`src/rtl/sinc3_pkg.sv`:
```
package sinc3_pkg;

    localparam int SINC_ORDER = 3;

    // Warm-up progress: number of samples emitted since the last restart
    typedef enum logic [1:0] {
        WARM_A    = 2'd0,
        WARM_B    = 2'd1,
        WARM_C    = 2'd2,
        WARM_DONE = 2'd3
    } warm_e;

    // Output flags carried from the controller to the top
    typedef struct packed {
        logic valid;
        logic settled;
    } flags_t;

    function automatic int unsigned clamp_ratio(input int unsigned req,
                                                input int unsigned lo,
                                                input int unsigned hi);
        if (req < lo)      return lo;
        else if (req > hi) return hi;
        else               return req;
    endfunction

endpackage

```
`src/rtl/sinc3_integ.sv`:
```
module sinc3_integ #(
    parameter int W     = 26,
    parameter int ORDER = 3
) (
    input  logic                clk_i,
    input  logic                rst_i,
    input  logic                en_i,
    input  logic                bit_i,
    output logic signed [W-1:0] tail_o
);
    logic signed [W-1:0] acc_q [ORDER];
    logic signed [W-1:0] acc_d [ORDER];
    logic signed [W-1:0] step;

    // +1 for a one, -1 (all ones) for a zero
    assign step = bit_i ? W'(1) : {W{1'b1}};

    always_comb begin
        acc_d[0] = acc_q[0] + step;
        for (int k = 1; k < ORDER; k++) begin
            acc_d[k] = acc_q[k] + acc_d[k-1];
        end
    end

    assign tail_o = acc_d[ORDER-1];

    for (genvar st = 0; st < ORDER; st++) begin : g_stage
        always_ff @(posedge clk_i) begin
            if (rst_i)     acc_q[st] <= '0;
            else if (en_i) acc_q[st] <= acc_d[st];
        end

        // an idle cycle leaves every integrator untouched
        a_r5_integ_hold: assert property (@(posedge clk_i) disable iff (rst_i)
            !en_i |=> $stable(acc_q[st]));
    end

endmodule

```
`src/rtl/sinc3_comb.sv`:
```
module sinc3_comb #(
    parameter int W     = 26,
    parameter int ORDER = 3
) (
    input  logic                clk_i,
    input  logic                rst_i,
    input  logic                fire_i,
    input  logic signed [W-1:0] in_i,
    output logic signed [W-1:0] out_o
);
    logic signed [W-1:0] dly_q [ORDER];
    logic signed [W-1:0] diff  [ORDER];

    always_comb begin
        diff[0] = in_i - dly_q[0];
        for (int k = 1; k < ORDER; k++) begin
            diff[k] = diff[k-1] - dly_q[k];
        end
    end

    for (genvar st = 0; st < ORDER; st++) begin : g_stage
        if (st == 0) begin : g_head
            always_ff @(posedge clk_i) begin
                if (rst_i)       dly_q[st] <= '0;
                else if (fire_i) dly_q[st] <= in_i;
            end
        end else begin : g_body
            always_ff @(posedge clk_i) begin
                if (rst_i)       dly_q[st] <= '0;
                else if (fire_i) dly_q[st] <= diff[st-1];
            end
        end
    end

    always_ff @(posedge clk_i) begin
        if (rst_i)       out_o <= '0;
        else if (fire_i) out_o <= diff[ORDER-1];
    end

    // the sample only moves on a decimation point
    a_r4_out_hold: assert property (@(posedge clk_i) disable iff (rst_i)
        !fire_i |=> $stable(out_o));

endmodule

```
`src/rtl/sinc3_ctrl.sv`:
```
module sinc3_ctrl
    import sinc3_pkg::*;
#(
    parameter int MIN_RATIO = 16,
    parameter int MAX_RATIO = 256,
    parameter int RATIO_W   = 9
) (
    input  logic               clk_i,
    input  logic               rst_i,
    input  logic               bit_valid_i,
    input  logic [RATIO_W-1:0] ratio_req_i,
    output logic               fire_o,
    output flags_t             flags_o
);
    localparam int CNT_W = $clog2(MAX_RATIO);

    logic [RATIO_W-1:0] ratio_eff;
    logic [RATIO_W-1:0] ratio_q;
    logic [CNT_W-1:0]   cnt_q;
    warm_e              warm_q;
    logic               restart;
    logic               last;

    assign ratio_eff = RATIO_W'(clamp_ratio(32'(ratio_req_i),
                                            MIN_RATIO, MAX_RATIO));
    assign restart   = (ratio_eff != ratio_q);
    assign last      = (RATIO_W'(cnt_q) == ratio_q - RATIO_W'(1));
    assign fire_o    = bit_valid_i && !restart && last;

    always_ff @(posedge clk_i) begin
        if (rst_i) begin
            ratio_q         <= RATIO_W'(MIN_RATIO);
            cnt_q           <= '0;
            warm_q          <= WARM_A;
            flags_o.valid   <= 1'b0;
            flags_o.settled <= 1'b0;
        end else begin
            flags_o.valid   <= fire_o;
            flags_o.settled <= fire_o && (warm_q == WARM_DONE);
            if (restart) begin
                ratio_q <= ratio_eff;
                cnt_q   <= '0;
                warm_q  <= WARM_A;
            end else if (bit_valid_i) begin
                cnt_q <= last ? '0 : cnt_q + CNT_W'(1);
                if (last && warm_q != WARM_DONE) begin
                    warm_q <= warm_e'(warm_q + 2'd1);
                end
            end
        end
    end

    // counter never reaches the ratio
    a_r4_count_in_range: assert property (@(posedge clk_i) disable iff (rst_i)
        RATIO_W'(cnt_q) < ratio_q);

    // a sample strobe lasts one cycle (ratio is at least 16)
    a_r4_single_pulse: assert property (@(posedge clk_i) disable iff (rst_i)
        flags_o.valid |=> !flags_o.valid);

    // a strobe always follows an accepted bit
    a_r5_pulse_needs_bit: assert property (@(posedge clk_i) disable iff (rst_i)
        flags_o.valid |-> $past(bit_valid_i));

    // settled is only ever raised alongside a sample
    a_r8_settled_with_valid: assert property (@(posedge clk_i) disable iff (rst_i)
        flags_o.settled |-> flags_o.valid);

endmodule

```
`src/rtl/sd_sinc3_decim.sv`:
```
module sd_sinc3_decim
    import sinc3_pkg::*;
#(
    parameter  int MIN_RATIO = 16,
    parameter  int MAX_RATIO = 256,
    localparam int RATIO_W   = $clog2(MAX_RATIO + 1),
    localparam int ACC_W     = SINC_ORDER * $clog2(MAX_RATIO) + 2
) (
    input  logic                    clk_i,
    input  logic                    rst_i,
    input  logic                    bit_valid_i,
    input  logic                    bit_i,
    input  logic [RATIO_W-1:0]      ratio_i,
    output logic signed [ACC_W-1:0] sample_o,
    output logic                    sample_valid_o,
    output logic                    sample_settled_o
);
    logic                    fire;
    flags_t                  flags;
    logic signed [ACC_W-1:0] tail;

    sinc3_ctrl #(
        .MIN_RATIO (MIN_RATIO),
        .MAX_RATIO (MAX_RATIO),
        .RATIO_W   (RATIO_W)
    ) u_ctrl (
        .clk_i       (clk_i),
        .rst_i       (rst_i),
        .bit_valid_i (bit_valid_i),
        .ratio_req_i (ratio_i),
        .fire_o      (fire),
        .flags_o     (flags)
    );

    sinc3_integ #(
        .W     (ACC_W),
        .ORDER (SINC_ORDER)
    ) u_integ (
        .clk_i  (clk_i),
        .rst_i  (rst_i),
        .en_i   (bit_valid_i),
        .bit_i  (bit_i),
        .tail_o (tail)
    );

    sinc3_comb #(
        .W     (ACC_W),
        .ORDER (SINC_ORDER)
    ) u_comb (
        .clk_i  (clk_i),
        .rst_i  (rst_i),
        .fire_i (fire),
        .in_i   (tail),
        .out_o  (sample_o)
    );

    assign sample_valid_o   = flags.valid;
    assign sample_settled_o = flags.settled;

endmodule

```
`config.mk`:
```
export PLATFORM = sky130hd
export DESIGN_NAME = sd_sinc3_decim
export DESIGN_NICKNAME = d
export VERILOG_FILES = /design/src/rtl/sinc3_pkg.sv /design/src/rtl/sinc3_integ.sv /design/src/rtl/sinc3_comb.sv /design/src/rtl/sinc3_ctrl.sv /design/src/rtl/sd_sinc3_decim.sv
export SDC_FILE = /design/constraint.sdc
export NUM_CORES = 1
export LEC_CHECK = 0
export BUFFER_PORTS_ARGS = -buffer_cell sky130_fd_sc_hd__clkbuf_2
export CAP_MARGIN = 10
export CORE_ASPECT_RATIO = 1.4
export CORE_MARGIN = 8
export CORE_UTILIZATION = 60
export CTS_BUF_LIST = sky130_fd_sc_hd__clkbuf_4 sky130_fd_sc_hd__clkbuf_8 sky130_fd_sc_hd__clkbuf_16
export DETAILED_ROUTE_END_ITERATION = 10
export GPL_ROUTABILITY_DRIVEN = 0
export PLACE_DENSITY = 0.79
export SYNTH_ARGS = -nofsm -noshare
export SYNTH_HDL_FRONTEND = slang
export SYNTH_SLANG_ARGS = --single-unit
```
`constraint.sdc`:
```
create_clock -name clk_i -period 24.9 [get_ports clk_i]
set_input_delay 3.735 -clock clk_i [delete_from_list [all_inputs] [get_ports clk_i]]
set_output_delay 3.735 -clock clk_i [all_outputs]
set_load 0.1 [all_outputs]
```
==> results of run 1 <==
-- critical path, delay by kind of cell --
kind,cells,cell delay [ns]
AO/OA/AOI/OAI,25,4.88
adder cells (fa/ha/maj),6,2.03
AND/OR/NAND/NOR,7,1.60
XOR/XNOR,6,0.97
buffers and inverters,5,0.50
-- logic make-up after synthesis --
kind of cell	Yosys count	share of synthesized area, %
AO/OA/AOI/OAI	401	17.8
XOR/XNOR	154	9.31
adder cells (fa/ha/maj)	159	13.7
buffers and inverters	195	5.14
flip-flops	203	37.8
multiplexers	5	0.337
AND/OR/NAND/NOR	459	15.9
-- routing by layer --
metal / part of all wire [%] / vias up / track usage (%)
li1: - / 5662 / -
met1: 42 / 5198 / 20.4
met2: 52 / 189 / 34.9
met3: 3.1 / 76 / 2.13
met4: 3.5 / 0 / 7.85
met5: 0 / - / 0
-- area by class of cell --
| class | count | area (µm²) |
|---|---|---|
| Clock buffer | 30 | 647 |
| Multi-Input combinational cell | 1178 | 8490 |
| Inverter | 162 | 608 |
| Timing Repair Buffer | 45 | 238 |
| Clock inverter | 10 | 151 |
| Tap cell | 315 | 394 |
| Sequential cell | 203 | 5630 |
| Fill cell | 1915 | 8350 |
-- metrics by stage --
step | utilization, % | area, µm² | cells | hold slack [ns] | worst slack (ns)
after CTS | 65.9 | 16200 | 1943 | 0.473 | 11.63
after global routing | 65.9 | 16200 | 1943 | 0.491 | 10.81
after global placement | 62.7 | 15400 | 1903 | 0.450 | 11.45
after detailed placement | 62.7 | 15400 | 1903 | 0.459 | 11.15
after floorplan | - | 14900 | 1576 | 0.465 | 12.21
final | 65.9 | 16200 | 1943 | 0.468 | 11.55
-- cell usage in the layout (no fill, tap or decap), types with 19 or more instances in the layout --
cell type,netlist,routed
nand2_1,62,62
o21bai_1,27,27
edfxtp_1,156,156
a22o_1,24,24
a21oi_1,114,114
and2_1,103,103
inv_1,160,160
clkbuf_16,0,23
a21o_1,55,55
dfxtp_1,47,47
clkbuf_2,0,40
o21a_1,27,27
o21ai_0,63,63
nor3_1,27,27
xnor2_1,102,102
nand3_1,24,24
nor2b_1,20,19
xor2_1,49,49
nor2_1,143,143
ha_1,153,153
-- state kept, by name (all words and copies together) (netlist names) --
register	flops
u_integ.acc_q	78
u_comb.dly_q	78
u_ctrl.warm_q	2
u_comb.out_o	26
u_ctrl.flags_o	2
u_ctrl.cnt_q	8
u_ctrl.ratio_q	9
-- worst paths after layout --
check,start,to,slack [ns],cells past startpoint
worst max-delay path,bit_i,u_comb.out_o[25],11.55,49
worst min-delay path,u_comb.out_o[11],u_comb.out_o[11],0.47,1
worst max register to register,u_integ.acc_q[0][0],u_comb.out_o[25],14.69,46
worst min register to register,u_comb.out_o[11],u_comb.out_o[11],0.47,1
==> flow_metrics.env, run 1 <==
export IMPL_yosysMostFrequentCell="inv_1"
export IMPL_grt_overflow=0
export IMPL_wl_per_cell_um=14.4
export IMPL_setup_violations=0
export IMPL_hold_path_class="flip-flop to flip-flop"
export IMPL_fin_crit_ns=13.35
export IMPL_synthTopCellsByArea="edfxtp_1, ha_1, dfxtp_1"
export IMPL_tns_ns=0
export IMPL_drive_above_1_share_pct=6.76
export IMPL_synth_cell_types=75
export IMPL_grt_max_degree=79
export IMPL_post_cts_buffers=0
export IMPL_seq_area_frac_synth_pct=37.8
export IMPL_max_slew_margin_rel_pct=31.1
export IMPL_drt_first_pass_iters=5
export IMPL_hold_buffers=0
export IMPL_cts_tree="yes"
export IMPL_max_stage_delay_ns=0.64
export IMPL_vias=11125
export IMPL_synthFlopType="edfxtp_1"
export IMPL_dp_hpwl_um=20500
export IMPL_synth_edf_count=156
export IMPL_cp_required_ns=25.29
export IMPL_outcome="completed"
export IMPL_synth_commonest_cells="inv_1, edfxtp_1, ha_1"
export IMPL_htreeDepth=1
export IMPL_hold_viol=0
export IMPL_design_die_area_um2=30100
export IMPL_antennaDiodeCount=0
export IMPL_worstMarginPinSlew_ns=1.03
export IMPL_synthCells=1576
export IMPL_syn2layout_area_growth_pct=8.63
export IMPL_antenna_found_initial=0
export IMPL_die_x_um=149
export IMPL_ys_ff_latch=203
export IMPL_finClkSkew_ns=0.0120
export IMPL_rsz0062_at_grt="no"
export IMPL_drt_drc_violations_left=0
export IMPL_path_clk_slew_ns=0.06
export IMPL_yosysTopAreaCellShare_pct=31.5
export IMPL_cts_buffers=22
export IMPL_critical_path_class="input pin to flip-flop"
export IMPL_yosys_warnings=0
export IMPL_initial_utilization_pct=60.7
export IMPL_grt_usage_pct=18.6
export IMPL_synth_avg_cell_area_um2=9.44
export IMPL_synth_area_um2=14900
export IMPL_final_antenna_net_count=0
export IMPL_ioPinCount=41
export IMPL_clockRootBuffer="clkbuf_16"
export IMPL_crit_path_end_kind="flip-flop"
export IMPL_start_kind="input pin"
export IMPL_cts_repair_resized=0
export IMPL_cp_common_cell="a21oi_1"
export IMPL_portBuffers=40
export IMPL_clock_fmax_mhz=74.9
export IMPL_clock_latency_ns=0.50
export IMPL_arrival_ns=13.74
export IMPL_async_flop_share_pct=0
export IMPL_viasPerCell=5.73
export IMPL_clockBufferDepth=3
export IMPL_nets=1784
export IMPL_synth_top_cell_by_area="edfxtp_1"
export IMPL_num_rows=68
export IMPL_maxSlewViolCount=0
export IMPL_drt_iter0_markers=523
export IMPL_coreArea_um2=24500
export IMPL_clkSinkCount=203
export IMPL_grt_first_pass_wirelength_um=48300
export IMPL_die_h_um=202
export IMPL_grt_pass1_vias=11248
export IMPL_syn_nets=1748
export IMPL_drv_cap=0
export IMPL_totalWireLength_um=28100
export IMPL_path_max_fanout=25
export IMPL_slowest_stage="or4b_2"
export IMPL_fin_crit_sh_pct=53.6
Power of run 1 is not shown: default switching activity piles up to over one toggle a cycle in this logic, so the estimate is an artifact.
==> run 2: changes to the inputs <==
==> constraint.sdc (replaced) <==
create_clock -name clk_i -period 12.7 [get_ports clk_i]
set_input_delay 1.905 -clock clk_i [delete_from_list [all_inputs] [get_ports clk_i]]
set_output_delay 1.905 -clock clk_i [all_outputs]
set_load 0.1 [all_outputs]
==> run 2 against run 1 <==
Against the previous run:
- wire length grew 1.4%
- non-clock buffer count grew 1
- via count shrank 0.11%
- final cell count is essentially flat
- hold slack is essentially flat
- critical path depth shrank 4
- clock skew grew 0.0035 ns
- first-iteration DRC count shrank 2.3%
- sequential share of layout area grew 0.084 points
- highest routed layer unchanged
==> flow_metrics.env, run 2 (synthesized netlist as in run 1, its figures left out) <==
export IMPL_outcome="completed"
export IMPL_grt_first_pass_wirelength_um=47700
export IMPL_crit_path_end_kind="flip-flop"
export IMPL_clock_latency_ns=0.51
export IMPL_path_buf_inv=5
export IMPL_top_regs="u_comb.dly_q x78, u_integ.acc_q x78, u_comb.out_o x26"
export IMPL_post_cts_buffers=0
export IMPL_coreArea_um2=24500
export IMPL_whs_path_depth=1
export IMPL_hold_viol=0
export IMPL_rsz0062_at_grt="no"
export IMPL_drt_iter0_markers=511
export IMPL_syn2layout_area_growth_pct=8.37
export IMPL_layout_commonest_cell="inv_1"
export IMPL_vias=11113
export IMPL_ioPinCount=41
export IMPL_multi_input_area_um2=8490
export IMPL_totalWireLength_um=28400
export IMPL_worstMarginPinSlew_ns=1.04
export IMPL_postLayoutCoreUtil_pct=65.8
export IMPL_grt_pass1_vias=11111
export IMPL_antennaDiodeCount=0
export IMPL_portBuffers=40
export IMPL_critical_path_class="input pin to flip-flop"
export IMPL_initial_utilization_pct=60.7
export IMPL_maxSlewViolCount=0
export IMPL_clockBufferDepth=3
export IMPL_cts_repair_resized=0
export IMPL_cp_common_cell="ha_1"
export IMPL_grt_max_degree=79
export IMPL_fillerInstances=1898
export IMPL_tns_ns=0
export IMPL_setup_violations=0
export IMPL_max_stage_delay_ns=0.63
export IMPL_start_kind="input pin"
export IMPL_timing_hold_ws_ns=0.467
export IMPL_hold_path_class="flip-flop to flip-flop"
export IMPL_htreeDepth=1
export IMPL_max_slew_margin_rel_pct=30.4
export IMPL_finClkSkew_ns=0.0155
export IMPL_drt_drc_violations_left=0
export IMPL_final_antenna_net_count=0
export IMPL_reg2reg_slack_ns=2.64
export IMPL_clockRootBuffer="clkbuf_16"
export IMPL_slowest_stage="or4b_2"
export IMPL_clock_fmax_mhz=88.2
export IMPL_drt_first_pass_iters=5
export IMPL_crit_start="bit_i"
export IMPL_timing_rr_end="u_comb.out_o[25]"
export IMPL_die_x_um=149
export IMPL_viasPerCell=5.72
export IMPL_crit_end="u_comb.out_o[25]"
export IMPL_design_die_area_um2=30100
export IMPL_antenna_found_initial=0
export IMPL_fin_crit_ns=11.34
export IMPL_dp_hpwl_um=20800
export IMPL_nets=1785
export IMPL_rr_worst_depth=43
export IMPL_cts_tree="yes"
export IMPL_cp_required_ns=13.09
export IMPL_die_h_um=202
export IMPL_arrival_ns=11.74
export IMPL_mostFrequentLayoutCells="inv_1, edfxtp_1, ha_1"
export IMPL_clkSinkCount=203
export IMPL_wl_per_cell_um=14.6
export IMPL_drive_above_1_share_pct=6.75
export IMPL_worstSetupPathDepth=45
export IMPL_cts_buffers=22
export IMPL_path_clk_slew_ns=0.06
export IMPL_r2r_start="u_integ.acc_q[0][0]"
export IMPL_grt_overflow=0
export IMPL_drv_cap=0
export IMPL_crit_family="compound AO/OA/AOI/OAI gates"
export IMPL_hold_buffers=0
export IMPL_grt_usage_pct=18.5
export IMPL_path_max_fanout=8
export IMPL_seqCellArea_um2=5630
export IMPL_num_rows=68
export IMPL_fin_crit_sh_pct=89.3
-- run 2: cell types whose count changed in the layout (fill, tap and decap cells not counted) --
cell,delta
clkinvlp_4,-1
clkbuf_8,-2
clkinv_2,+2
buf_4,+1
bufinv_16,-1
clkinvlp_2,+1
clkinv_1,+1
-- run 2: through the flow --
stage	cells	setup WS (ns)	cell area, µm²
after floorplan	1576	1.84	14900
after global placement	1904	1.30	15400
after detailed placement	1904	0.962	15400
after CTS	1944	1.45	16100
after global routing	1944	0.719	16100
final	1944	1.36	16100
-- run 2: routing by layer --
layer | track usage (%) | routed length [µm] | vias to the layer above
met2 | 34.6 | 14700 | 158
met1 | 19.9 | 11800 | 5186
met3 | 2.48 | 921 | 83
met5 | 0 | 0 | -
met4 | 8.39 | 1030 | 0
li1 | - | - | 5686
-- run 2: worst min-delay path by stage --
stage	to	start
2_1_floorplan	u_ctrl.warm_q[1]	u_ctrl.warm_q[1]
3_3_place_gp	u_comb.out_o[0]	u_comb.out_o[0]
3_5_place_dp	u_comb.out_o[0]	u_comb.out_o[0]
4_1_cts	u_comb.out_o[0]	u_comb.out_o[0]
5_1_grt	u_comb.out_o[0]	u_comb.out_o[0]
6_report	u_comb.out_o[0]	u_comb.out_o[0]
-- run 2: worst reg2reg max path, delay by kind of cell (launching register included) --
family | cells | cell delay, ns
adders and majority gates | 6 | 2.05
AOI/OAI and AO/OA | 21 | 4.58
xor gates and xnor gates | 6 | 1.00
and+or+nand+nor | 7 | 1.60
DFF | 1 | 0.48
buffers and inverters | 3 | 0.20
-- run 2: cell type report --
cell class / instances / area share, %
clock buffer: 28 / 3.84
clock inverter: 12 / 0.823
multi-input combinational: 1178 / 52.7
tap: 315 / 2.45
inverter: 162 / 3.77
timing repair buffer: 46 / 1.52
sequential: 203 / 34.9
Power of run 2 is left out for the same reason.
==> run 3: changes to the inputs <==
--- a/config.mk
+++ b/config.mk
@@ -7,13 +7,15 @@
 export LEC_CHECK = 0
 export BUFFER_PORTS_ARGS = -buffer_cell sky130_fd_sc_hd__clkbuf_2
 export CAP_MARGIN = 10
+export CELL_PAD_IN_SITES_DETAIL_PLACEMENT = 0
+export CELL_PAD_IN_SITES_GLOBAL_PLACEMENT = 1
 export CORE_ASPECT_RATIO = 1.4
 export CORE_MARGIN = 8
-export CORE_UTILIZATION = 60
+export CORE_UTILIZATION = 50
 export CTS_BUF_LIST = sky130_fd_sc_hd__clkbuf_4 sky130_fd_sc_hd__clkbuf_8 sky130_fd_sc_hd__clkbuf_16
 export DETAILED_ROUTE_END_ITERATION = 10
 export GPL_ROUTABILITY_DRIVEN = 0
-export PLACE_DENSITY = 0.79
+export PLACE_DENSITY = 0.83
 export SYNTH_ARGS = -nofsm -noshare
 export SYNTH_HDL_FRONTEND = slang
 export SYNTH_SLANG_ARGS = --single-unit
==> run 3 against run 2 <==
Against the previous run:
- first-iteration DRC count fell by 4.5%
- register-to-register slack improved by 0.02 ns
- die area rose by 18%
- non-clock buffer count rose by 1
- wire length rose by 3.2%
- highest routed layer unchanged
==> flow_metrics.env, run 3 (synthesized netlist as in run 1, its figures left out) <==
export IMPL_drt_iter0_markers=488
export IMPL_crit_path_end_kind="flip-flop"
export IMPL_ioPinCount=41
export IMPL_vias=10960
export IMPL_hold_viol=0
export IMPL_drive_above_1_share_pct=7.04
export IMPL_reg2reg_slack_ns=2.66
export IMPL_grt_overflow=0
export IMPL_start_kind="input pin"
export IMPL_slowest_stage="or4b_2"
export IMPL_finClkSkew_ns=0.0108
export IMPL_dp_hpwl_um=21700
export IMPL_grt_pass1_vias=11151
export IMPL_min_to="u_comb.out_o[0]"
export IMPL_arrival_ns=11.67
export IMPL_cts_buffers=24
export IMPL_wl_per_cell_um=14.6
export IMPL_design_die_area_um2=35600
export IMPL_cp_required_ns=13.12
export IMPL_coreArea_um2=29300
export IMPL_mostFrequentLayoutCells="inv_1, edfxtp_1, ha_1"
export IMPL_post_cts_buffers=0
export IMPL_whs_path_depth=1
export IMPL_worstMarginPinSlew_ns=1.02
export IMPL_clockRootBuffer="clkbuf_16"
export IMPL_path_clk_slew_ns=0.06
export IMPL_htreeDepth=1
export IMPL_fin_crit_sh_pct=88.6
export IMPL_viasPerCell=5.44
export IMPL_cts_repair_resized=0
export IMPL_drt_drc_violations_left=0
export IMPL_final_antenna_net_count=0
export IMPL_critical_path_class="input pin to flip-flop"
export IMPL_nets=1788
export IMPL_hp_start="u_comb.out_o[0]"
export IMPL_rsz0062_at_grt="no"
export IMPL_fin_crit_ns=11.25
export IMPL_initial_utilization_pct=50.8
export IMPL_maxSlewViolCount=0
export IMPL_clock_fmax_mhz=88.9
export IMPL_totalWireLength_um=29400
export IMPL_hold_buffers=0
export IMPL_portBuffers=40
export IMPL_r2r_start="u_integ.acc_q[0][0]"
export IMPL_cts_tree="yes"
export IMPL_antennaDiodeCount=0
export IMPL_die_x_um=162
export IMPL_top_regs="u_comb.dly_q x78, u_integ.acc_q x78, u_comb.out_o x26"
export IMPL_rr_worst_depth=42
export IMPL_layout_commonest_cell="inv_1"
export IMPL_grt_max_degree=79
export IMPL_die_h_um=220
export IMPL_num_rows=74
export IMPL_clkSinkCount=203
export IMPL_setup_violations=0
export IMPL_cp_common_cell="ha_1"
export IMPL_grt_first_pass_wirelength_um=50300
export IMPL_antenna_found_initial=0
export IMPL_path_max_fanout=22
export IMPL_drt_first_pass_iters=6
export IMPL_max_stage_delay_ns=0.60
export IMPL_drv_cap=0
export IMPL_timing_rr_end="u_comb.out_o[25]"
export IMPL_hold_path_class="flip-flop to flip-flop"
export IMPL_syn2layout_area_growth_pct=9.74
export IMPL_max_slew_margin_rel_pct=31.7
export IMPL_outcome="completed"
export IMPL_clock_latency_ns=0.53
export IMPL_tns_ns=0
export IMPL_clockBufferDepth=3
export IMPL_grt_usage_pct=16.7
## run 3: critical path, delay by kind of cell
family,cells,cell delay [ns]
AND/OR/NAND/NOR,5,1.44
adder cells (fa/ha/maj),6,1.94
buffers and inverters,6,0.83
XOR/XNOR,6,0.97
AO/OA/AOI/OAI,21,4.56
## run 3: area by class of cell
type                            count  area, µm²
Sequential cell                   203       5630
Tap cell                          380        475
Timing Repair Buffer               47        253
Clock buffer                       34        718
Clock inverter                     10        154
Inverter                          162        608
Fill cell                        2661      12900
Multi-Input combinational cell   1178       8490
## run 3: worst max path at each step
| stage | start | end | slack [ns] | cells past startpoint |
|---|---|---|---|---|
| floorplan | bit_i | u_comb.out_o[25] | 1.84 | 47 |
| global placement | bit_i | u_comb.out_o[25] | 1.06 | 48 |
| detailed placement | bit_i | u_comb.out_o[25] | 0.90 | 44 |
| CTS | bit_i | u_comb.out_o[25] | 1.45 | 44 |
| global route | bit_i | u_comb.out_o[25] | 0.62 | 44 |
| finish | bit_i | u_comb.out_o[25] | 1.45 | 44 |
## run 3: layer usage
layer / track usage [%] / routed length, µm
met3: 2.22 / 967
met4: 5.82 / 789
met2: 32.1 / 15000
met1: 18.6 / 12600
met5: 0 / 0
## run 3: through the flow
step / util, % / worst slack [ns] / area [µm²] / instances / hold WS [ns]
3_3_place_gp: 52.8 / 1.06 / 15400 / 1970 / 0.453
3_5_place_dp: 52.8 / 0.901 / 15400 / 1970 / 0.457
2_1_floorplan: - / 1.84 / 14900 / 1576 / 0.465
6_report: 55.8 / 1.45 / 16300 / 2014 / 0.472
5_1_grt: 55.8 / 0.615 / 16300 / 2014 / 0.486
4_1_cts: 55.8 / 1.45 / 16300 / 2014 / 0.472
Power of run 3 is left out for the same reason.
